[src/rtl/vliw_issue_seq.sv]
module vliw_issue_seq #(
  parameter int          AW         = 32,
  parameter int          MAX_SLOTS  = 4,
  parameter int          SLOTW      = 3,
  parameter int          MEDIA_BASE = 4,
  parameter int          CW         = 32,
  parameter logic [31:0] RESET_PC   = 32'h0000_1000
) (
  input  logic                 clk,
  input  logic                 rst_n,
  input  logic                 start,
  output logic                 busy,
  output logic [AW-1:0]        pc_out,
  output logic                 queue_init,
  output logic                 imem_req,
  output logic [AW-1:0]        imem_addr,
  input  logic                 imem_gnt,
  input  logic [31:0]          imem_data,
  output logic                 gr0_clr,
  output logic                 exec_valid,
  output logic [31:0]          exec_word,
  output logic                 exec_first,
  output logic                 exec_last,
  input  logic                 exec_ready,
  input  logic [AW-1:0]        exec_next_pc,
  input  logic [SLOTW-1:0]     slot_code,
  input  logic                 slot_err,
  output logic                 media_vld,
  output logic [SLOTW-1:0]     media_slot,
  output logic [MAX_SLOTS-1:0] err_mask,
  output logic                 irq_check,
  output logic [CW-1:0]        insn_count
);
  localparam int IW = $clog2(MAX_SLOTS + 1);
  localparam logic [SLOTW:0] MLO = (SLOTW+1)'(MEDIA_BASE);
  localparam logic [SLOTW:0] MHI = (SLOTW+1)'(MEDIA_BASE + 3);

  typedef enum logic [1:0] {S_IDLE, S_FETCH, S_EXEC, S_DONE} st_t;

  st_t          st;
  logic [AW-1:0] pc;
  logic [31:0]   word;
  logic [IW-1:0] idx;

  wire handshake = (st == S_EXEC) && exec_ready;
  wire is_media  = ({1'b0, slot_code} >= MLO) && ({1'b0, slot_code} <= MHI);

  assign busy       = (st != S_IDLE);
  assign pc_out     = pc;
  assign queue_init = (st == S_IDLE) && start;
  assign imem_req   = (st == S_FETCH);
  assign imem_addr  = pc;
  assign gr0_clr    = (st == S_FETCH) && imem_gnt;
  assign exec_valid = (st == S_EXEC);
  assign exec_word  = word;
  assign exec_first = (idx == '0);
  assign exec_last  = word[31] || (idx == IW'(MAX_SLOTS - 1));
  assign irq_check  = (st == S_DONE);

  always_ff @(posedge clk) begin
    if (!rst_n) begin
      st         <= S_IDLE;
      pc         <= AW'(RESET_PC);
      word       <= '0;
      idx        <= '0;
      media_vld  <= 1'b0;
      media_slot <= '0;
      err_mask   <= '0;
      insn_count <= '0;
    end else begin
      case (st)
        S_IDLE: if (start) begin
          st        <= S_FETCH;
          idx       <= '0;
          media_vld <= 1'b0;
          err_mask  <= '0;
        end
        S_FETCH: if (imem_gnt) begin
          word <= imem_data;
          st   <= S_EXEC;
        end
        S_EXEC: if (exec_ready) begin
          pc  <= exec_next_pc;
          idx <= idx + 1'b1;
          if (is_media) begin
            media_vld  <= 1'b1;
            media_slot <= slot_code;
          end
          if (slot_err)
            err_mask <= err_mask | (MAX_SLOTS'(1) << idx);
          st <= exec_last ? S_DONE : S_FETCH;
        end
        S_DONE: begin
          insn_count <= insn_count + CW'(idx);
          st         <= S_IDLE;
        end
        default: st <= S_IDLE;
      endcase
    end
  end

  a_r1_stop_bit_ends: assert property (@(posedge clk) disable iff (!rst_n)
    (handshake && word[31]) |=> irq_check);

  a_r2_slot_limit: assert property (@(posedge clk) disable iff (!rst_n)
    (handshake && idx == IW'(MAX_SLOTS - 1)) |=> irq_check);

  a_r3_first_after_start: assert property (@(posedge clk) disable iff (!rst_n)
    (exec_valid && !$past(exec_valid) && $past(gr0_clr) && !exec_first) |-> $past(idx) != '0);

  a_r4_clear_before_exec: assert property (@(posedge clk) disable iff (!rst_n)
    $rose(exec_valid) |-> $past(gr0_clr));

  a_r5_init_clears_media: assert property (@(posedge clk) disable iff (!rst_n)
    queue_init |=> (!media_vld && err_mask == '0));

  a_r6_media_record: assert property (@(posedge clk) disable iff (!rst_n)
    (handshake && is_media) |=> (media_vld && media_slot == $past(slot_code)));

  a_r7_pc_update: assert property (@(posedge clk) disable iff (!rst_n)
    handshake |=> pc_out == $past(exec_next_pc));

  a_r9_fetch_stall: assert property (@(posedge clk) disable iff (!rst_n)
    (imem_req && !imem_gnt) |=> (imem_req && $stable(imem_addr) && !exec_valid));
endmodule

[config.mk]
export PLATFORM = sky130hd
export DESIGN_NAME = vliw_issue_seq
export DESIGN_NICKNAME = d
export VERILOG_FILES = /design/src/rtl/vliw_issue_seq.sv
export SDC_FILE = /design/constraint.sdc
export NUM_CORES = 1
export LEC_CHECK = 0
export ABC_AREA = 1
export CORE_UTILIZATION = 45
export DETAILED_ROUTE_END_ITERATION = 7
export GPL_TIMING_DRIVEN = 0
export HOLD_SLACK_MARGIN = 0.02
export PLACE_DENSITY_LB_ADDON = 0.1
export SKIP_LAST_GASP = 1
export SLEW_MARGIN = 10
export SYNTH_ARGS = -nofsm -noshare
export SYNTH_HDL_FRONTEND = slang
export SYNTH_SLANG_ARGS = --single-unit
[constraint.sdc]
create_clock -name clk -period 4.8 [get_ports clk]
set_input_delay 0.72 -clock clk [delete_from_list [all_inputs] [get_ports clk]]
set_output_delay 0.72 -clock clk [all_outputs]
set_load 0.02 [all_outputs]
### Word-level counts from Yosys, hierarchy flattened

Cells that the tools add are included.

* logic and storage cells: 52
* register bits after elaboration: 109
* output and inout bits: 144
* input bits: 73

* add/subtract/negate cells: 2
* eq/ne operators: 9
* reduce and logical (&&, ||, !) cells: 14
* muxes and demuxes: 16
* shifts and indexed selects: 1
* bitwise logic cells: 1
* $lt $le $gt $ge: 1

Operator list (count)
* $add A32 B3 Y32: 1
* $mux W4: 3
* $reduce_and A3 Y1: 3
* $mux W2: 4
* $ne A2 B1 Y1 const B: 4
* $pmux W2 S4: 1
* $pmux W4 S2: 1
* $reduce_and A4 Y1: 2
* $mux W3: 2
* $pmux W3 S2: 1
* $eq A2 B2 Y1 const B: 2
* $or A4 B4 Y4: 1
* $reduce_and A2 Y1: 2
* $reduce_bool A2 Y1: 2
* $shl A1 B3 Y4 const A: 1
* $add A3 B1 Y3 const B: 1
* $eq A3 B2 Y1 const B: 1
* $ge A3 B3 Y1 const B: 1
* $logic_not A3 Y1: 1
* $mux W1: 3
* $eq A2 B1 Y1 const B: 1
* $logic_and A1 B1 Y1: 2
* $logic_not A2 Y1: 1
* $ne A2 B2 Y1 const B: 1
* other kinds (2): 2

### Depth between registers and ports, before layout

Gate-level depths: netlist (run 1).

* word-level depth: 5
* mapped depth: 10
* gate-level depth less buffers: 10

### Worst setup path after synthesis (run 1)

Ideal clock, no wire load.

* kind: input port to output port
* start point: in imem_gnt
* end point: out gr0_clr
* arrival time: 1.141 ns
* path buffers: 1
* stages: 3
* slack: 2.939 ns
* data required time: 4.080 ns
* cells stage by stage: nand2_1 -> inv_2 -> buf_2

* longest elaborated chain between the ends: 1

Ends and longest elaborated chain
* start, declared: RTL line 17 `input logic imem_gnt,`
* $logic_and A1 B1 Y1: RTL line 53 `assign gr0_clr = (st == S_FETCH) && imem_gnt;`
* end, declared: RTL line 19 `output logic gr0_clr,`

Every way passes these cells.

### Worst setup path in the final report (run 1)

Ends and elaborated chain as after synthesis.

==> results of run 1 <==
[cell usage in the layout, fill, tap and decap left out, drive strengths merged]
cell type / netlist / routed
a211oi: 1 / 1
a21oi: 90 / 90
buf: 47 / 47
clkbuf: 10 / 23
clkdlybuf4s50: 0 / 216
clkinv: 1 / 2
clkinvlp: 0 / 2
dfxtp: 109 / 109
fa: 1 / 1
ha: 8 / 8
inv: 56 / 56
nand2: 222 / 222
nand3: 30 / 30
nand4: 15 / 15
nor2: 64 / 64
nor3: 4 / 4
o21a: 2 / 2
o21ai: 13 / 13
o21bai: 2 / 2
or2: 1 / 1
xnor2: 1 / 1
[synth_stat cells, drive strengths merged]
cell    count
clkbuf     10
o21ai      13
a21oi      90
clkinv      1
nor3        4
dfxtp     109
nand4      15
ha          8
o21a        2
o21bai      2
or2         1
nand3      30
nor2       64
a211oi      1
xnor2       1
buf        47
nand2     222
inv        56
fa          1
[critical path: cells and delay by family]
family	cells	cell delay, ns
buffers and inverters	4	1.51
AND/OR/NAND/NOR	1	0.16
[flip-flops by register name (all words and copies together), names as in the netlist]
name / count
media_slot: 3
insn_count: 32
exec_word: 32
imem_addr: 32
st: 2
err_mask: 4
media_vld: 1
idx: 3
[metal layers]
metal / vias to the layer above / wire [um] / track usage
met5: - / 0 / 0
met4: 0 / 386 / 0.1111
met3: 27 / 890 / 0.05028
met2: 215 / 7053 / 0.4471
met1: 2361 / 6202 / 0.3080
li1: 2571 / - / -
[cell families (layout without fill, tap and decap cells)]
logic type,count (synthesis),in the layout,synth area share
flops,109,109,0.4474
xor+xnor,1,1,0.001796
simple gates,336,336,0.2899
fa+ha+maj,9,9,0.02463
buf+inv,114,346,0.1206
compound gates,108,108,0.1157
[worst paths after layout]
kind	start	endpoint	slack, ns	depth (start not counted)
worst max-delay path	imem_gnt	gr0_clr	1.67	5
worst min-delay path	media_slot[2]	media_slot[2]	0.46	2
worst max register to register	idx[0]	insn_count[12]	2.92	8
worst min register to register	media_slot[2]	media_slot[2]	0.46	2
[power by group]
group	switching [mW]	internal, mW
sequential	0.0344	0.947
combinational	0.243	0.230
clock	0.302	0.217
[cell type report]
cell class	count	area, um^2	area share
buffer	57	372.9	0.05047
clock buffer	13	158.9	0.02151
clock inverter	3	20.02	0.002710
inverter	57	215.2	0.02913
multi-input combinational	454	2107	0.2852
sequential	109	2182	0.2953
tap	136	170.2	0.02303
timing repair buffer	216	2162	0.2926
[metrics by stage]
step	setup WS (ns)	hold WS, ns	cells	total power, mW	utilization
6_report	1.674	0.4637	1045	1.974	0.7093
5_1_grt	1.587	0.4867	1045	2.068	0.7093
3_3_place_gp	1.685	0.4325	1029	1.462	0.6921
4_1_cts	1.677	0.4649	1045	1.989	0.7093
3_5_place_dp	1.680	0.4420	1029	1.474	0.6921
2_1_floorplan	2.939	0.4949	677	1.237	-
==> results.cfg, run 1 <==
[cells_and_area]
drive_gt1_frac = 0.09461
layout.nets = 986
fin_area_um2 = 7388
syn_to_final_growth_pct = 51.49
fillers = 867
diodes = 0

[setup_path]
max_stage_delay_ns = 0.64
timing.setup.critical_path_class = input pin to primary output
crit_path_max_fanout = 10
arrival_ns = 2.41
endpoint_kind = primary output
setup.worst_path.start_class = input pin
required_ns = 4.08
crit_path_frequent_cell = clkdlybuf4s50_1
crit_path_top_delay_cell = clkdlybuf4s50_1
cp_cell_sequence = clkdlybuf4s50_1 -> nand2_1 -> inv_2 -> buf_2 -> clkdlybuf4s50_1

[sta]
rsz0062_at_grt = no
slew_viol_final = 0
setup_viol = 0
slew_headroom = 0.6174
period_needed_ns = 3.126
fmax_mhz = 319.9
finalHoldViolCount = 0
tns_ns = 0
final.setup_skew_ns = 0.009675
finalCritPeriodShare = 0.6512
worst_slew_pin_slew_ns = 0.5739

[synthesis]
syn_inst = 677
ys_seq_area_frac = 0.4474
ys_ff_latch = 109
yosysTopAreaCell = dfxtp_1
synth_area_leaders = dfxtp_1 45%, nand2_1 17%, a21oi_1 9.1%
synth.distinct_cells = 28
synth.top_cell.area_share = 0.4474
avgSynthCellArea_um2 = 7.204
netlist_area_um2 = 4877
synth_warnings = 0
synth.net_count = 759

[clocking]
cts_resized = 0
cts_made_buffers = 9
hold_buffers = 0
cts_setup_buffers = 0
clockBufferDepth = 2
clk_latency_ns = 0.37
cts-root-buf = clkbuf_8
clkTransAtPathRegs_ns = 0.09
cts_tree = built
cts_sinks = 109
cts_htree_levels = 3

[placed_design]
dp_hpwl_um = 11370
placed_cell_area_um2 = 7209
io_buffers = 216
place.gp.congestion = 0.8941

[floorplan]
core_area_um2 = 10420
die_area_um2 = 11260
io_pins = 217
num_rows = 37
die_w_um = 106.1
dieHeight_um = 106.1
start_util = 0.4682

[min_path]
hp-class = flip-flop to flip-flop

[grt]
grt_pass1_wl_um = 23080
grt_pass1_vias = 4859
grt_use_total = 0.2576
antenna_found_initial = 0
grt_max_degree = 17
grt-ovfl-total = 0

[outcome]
status = completed

[routing]
first_pass_iters = 5
ant_nets = 0
drtIter0Drc = 274
route.detailed.drc = 0
vias = 5174
drt-vias-per-instance = 4.951
wl_per_cell_um = 13.91
drt-total-wl_um = 14530

[job]
cap_violations = 0

[power]
peakVddDrop_uv = 170.9
p_leak_nw = 2.799
power_density_nw_per_um2 = 267.2
(Power assumes the default switching activity.)
==> run 2, diff against run 1 <==
- CORE_UTILIZATION: 45 -> 42
- clock period: 4.8 -> 3 ns (I/O delays scaled with it)
==> run 2 against run 1 <==
Compared with the run above:
- first-iteration DRC count rose by 23%
- global-route usage fell by 1.0 points
- sequential power rose by 60%
- worst setup slack got worse by 1.3 ns
- power rose by 87%
- critical path type unchanged
- highest routed layer unchanged
==> results.cfg, run 2 (synthesized netlist as in run 1, its figures left out) <==
[grt]
grt-ovfl-total = 0
grt_pass1_vias = 4662
antenna_found_initial = 0
grt_pass1_wl_um = 22940
grt_max_degree = 18
grt_use_total = 0.2472

[routing]
drtIter0Drc = 337
route.detailed.drc = 0
vias = 5081
drt-vias-per-instance = 4.844
wl_per_cell_um = 14.14
ant_nets = 0
drt-total-wl_um = 14830
first_pass_iters = 5

[setup_path]
crit_end = gr0_clr
reg2reg_slack_ns = 1.10
crit_path_max_fanout = 10
r2r-start = idx[0]
r2r_cells = 10
startpoint = imem_gnt
arrival_ns = 2.18
cp_cell_sequence = clkdlybuf4s50_1 -> nand2_1 -> inv_2 -> buf_2 -> clkdlybuf4s50_1
cp_num_buf_inv = 4
cp_num_cells = 5
setup.worst_path.start_class = input pin
endpoint_kind = primary output
crit_path_frequent_cell = clkdlybuf4s50_1
crit_path_top_delay_cell = clkdlybuf4s50_1
cpLargestDelayFamily = buffers and inverters
required_ns = 2.55
max_stage_delay_ns = 0.65
timing.setup.critical_path_class = input pin to primary output
r2r_end = insn_count[28]

[sta]
rsz0062_at_grt = no
slew_headroom = 0.6158
tns_ns = 0
period_needed_ns = 2.625
setup_viol = 0
worst_slew_pin_slew_ns = 0.5762
finalHoldViolCount = 0
fmax_mhz = 380.9
timing.final.ws_setup_ns = 0.3746
slew_viol_final = 0
final.setup_skew_ns = 0.009690
whs_ns = 0.4500
finalCritPeriodShare = 0.8751

[clocking]
clkTransAtPathRegs_ns = 0.07
cts_sinks = 109
clockBufferDepth = 2
cts_htree_levels = 3
cts_made_buffers = 9
cts_resized = 0
cts_tree = built
cts-root-buf = clkbuf_16
cts_setup_buffers = 0
hold_buffers = 0
clk_latency_ns = 0.35

[cells_and_area]
syn_to_final_growth_pct = 55.08
mostFrequentLayoutCells = 216 x nand2_1, 216 x clkdlybuf4s50_1, 109 x dfxtp_1, 89 x a21oi_1, 56 x nor2_1
drive_gt1_frac = 0.09681
layout.nets = 986
diodes = 0

[floorplan]
core_area_um2 = 11080
num_rows = 38
start_util = 0.4403
die_area_um2 = 12050
die_w_um = 109.8
dieHeight_um = 109.8
io_pins = 217

[min_path]
hp-class = flip-flop to flip-flop

[power]
p_leak_nw = 2.878
power_density_nw_per_um2 = 488.4
peakVddDrop_uv = 261.7

[placed_design]
place_ws_ns = 0.4180
dp_hpwl_um = 11530
place.gp.congestion = 0.9068
io_buffers = 216

[job]
cap_violations = 0

[outcome]
status = completed
-- run 2: through the flow --
stage	instance area [um^2]	utilization	cells	total power [mW]
finish	7564	0.6827	1049	3.694
global route	7564	0.6827	1049	3.865
CTS	7564	0.6827	1049	3.727
detailed placement	7214	0.6512	1033	2.357
global placement	7214	0.6512	1033	2.341
floorplan	4877	-	677	1.980
-- run 2: layout make-up --
type,count,area (um^2)
inverter,57,215.2
clock buffer,10,239.0
clock inverter,6,110.1
multi-input combinational,454,2107
tap,140,175.2
fill,920,3515
sequential,109,2182
timing repair buffer,216,2162
buffer,57,372.9
-- run 2: worst reg2reg max path, stage by stage, from the launching register on --
cell and delay (ns):
dfxtp_1 0.45, ha_1 0.23, fa_1 0.24, nand2_2 0.09
a21oi_4 0.18, nand2_2 0.11, nor2_4 0.21, nand3_1 0.13
nand2_1 0.08, nand2_1 0.05, nor2_1 0.07
-- run 2: per-layer routing --
| metal | vias to the layer above | track usage | share of wire |
|---|---|---|---|
| met5 | - | 0 | 0 |
| met4 | 0 | 0.08381 | 0.015 |
| met3 | 16 | 0.04683 | 0.074 |
| met2 | 187 | 0.4277 | 0.50 |
| met1 | 2307 | 0.3068 | 0.42 |
| li1 | 2571 | - | - |
-- run 2: how the worst min path moves through the flow --
stage	startpoint	to	slack (ns)	cells past startpoint
after floorplan	idx[0]	idx[0]	0.49	1
after global placement	err_mask[3]	err_mask[3]	0.44	2
after detailed placement	err_mask[1]	err_mask[1]	0.44	2
after CTS	err_mask[2]	err_mask[2]	0.46	2
after global routing	err_mask[2]	err_mask[2]	0.48	2
final	err_mask[2]	err_mask[2]	0.45	2
-- run 2: where the power goes --
group | switching (mW) | total, mW | internal, mW | leakage (nW)
sequential | 0.0531 | 1.57 | 1.52 | 0.882
clock | 0.532 | 1.37 | 0.838 | 0.165
combinational | 0.387 | 0.756 | 0.369 | 1.83
total | 0.972 | 3.69 | 2.72 | 2.88
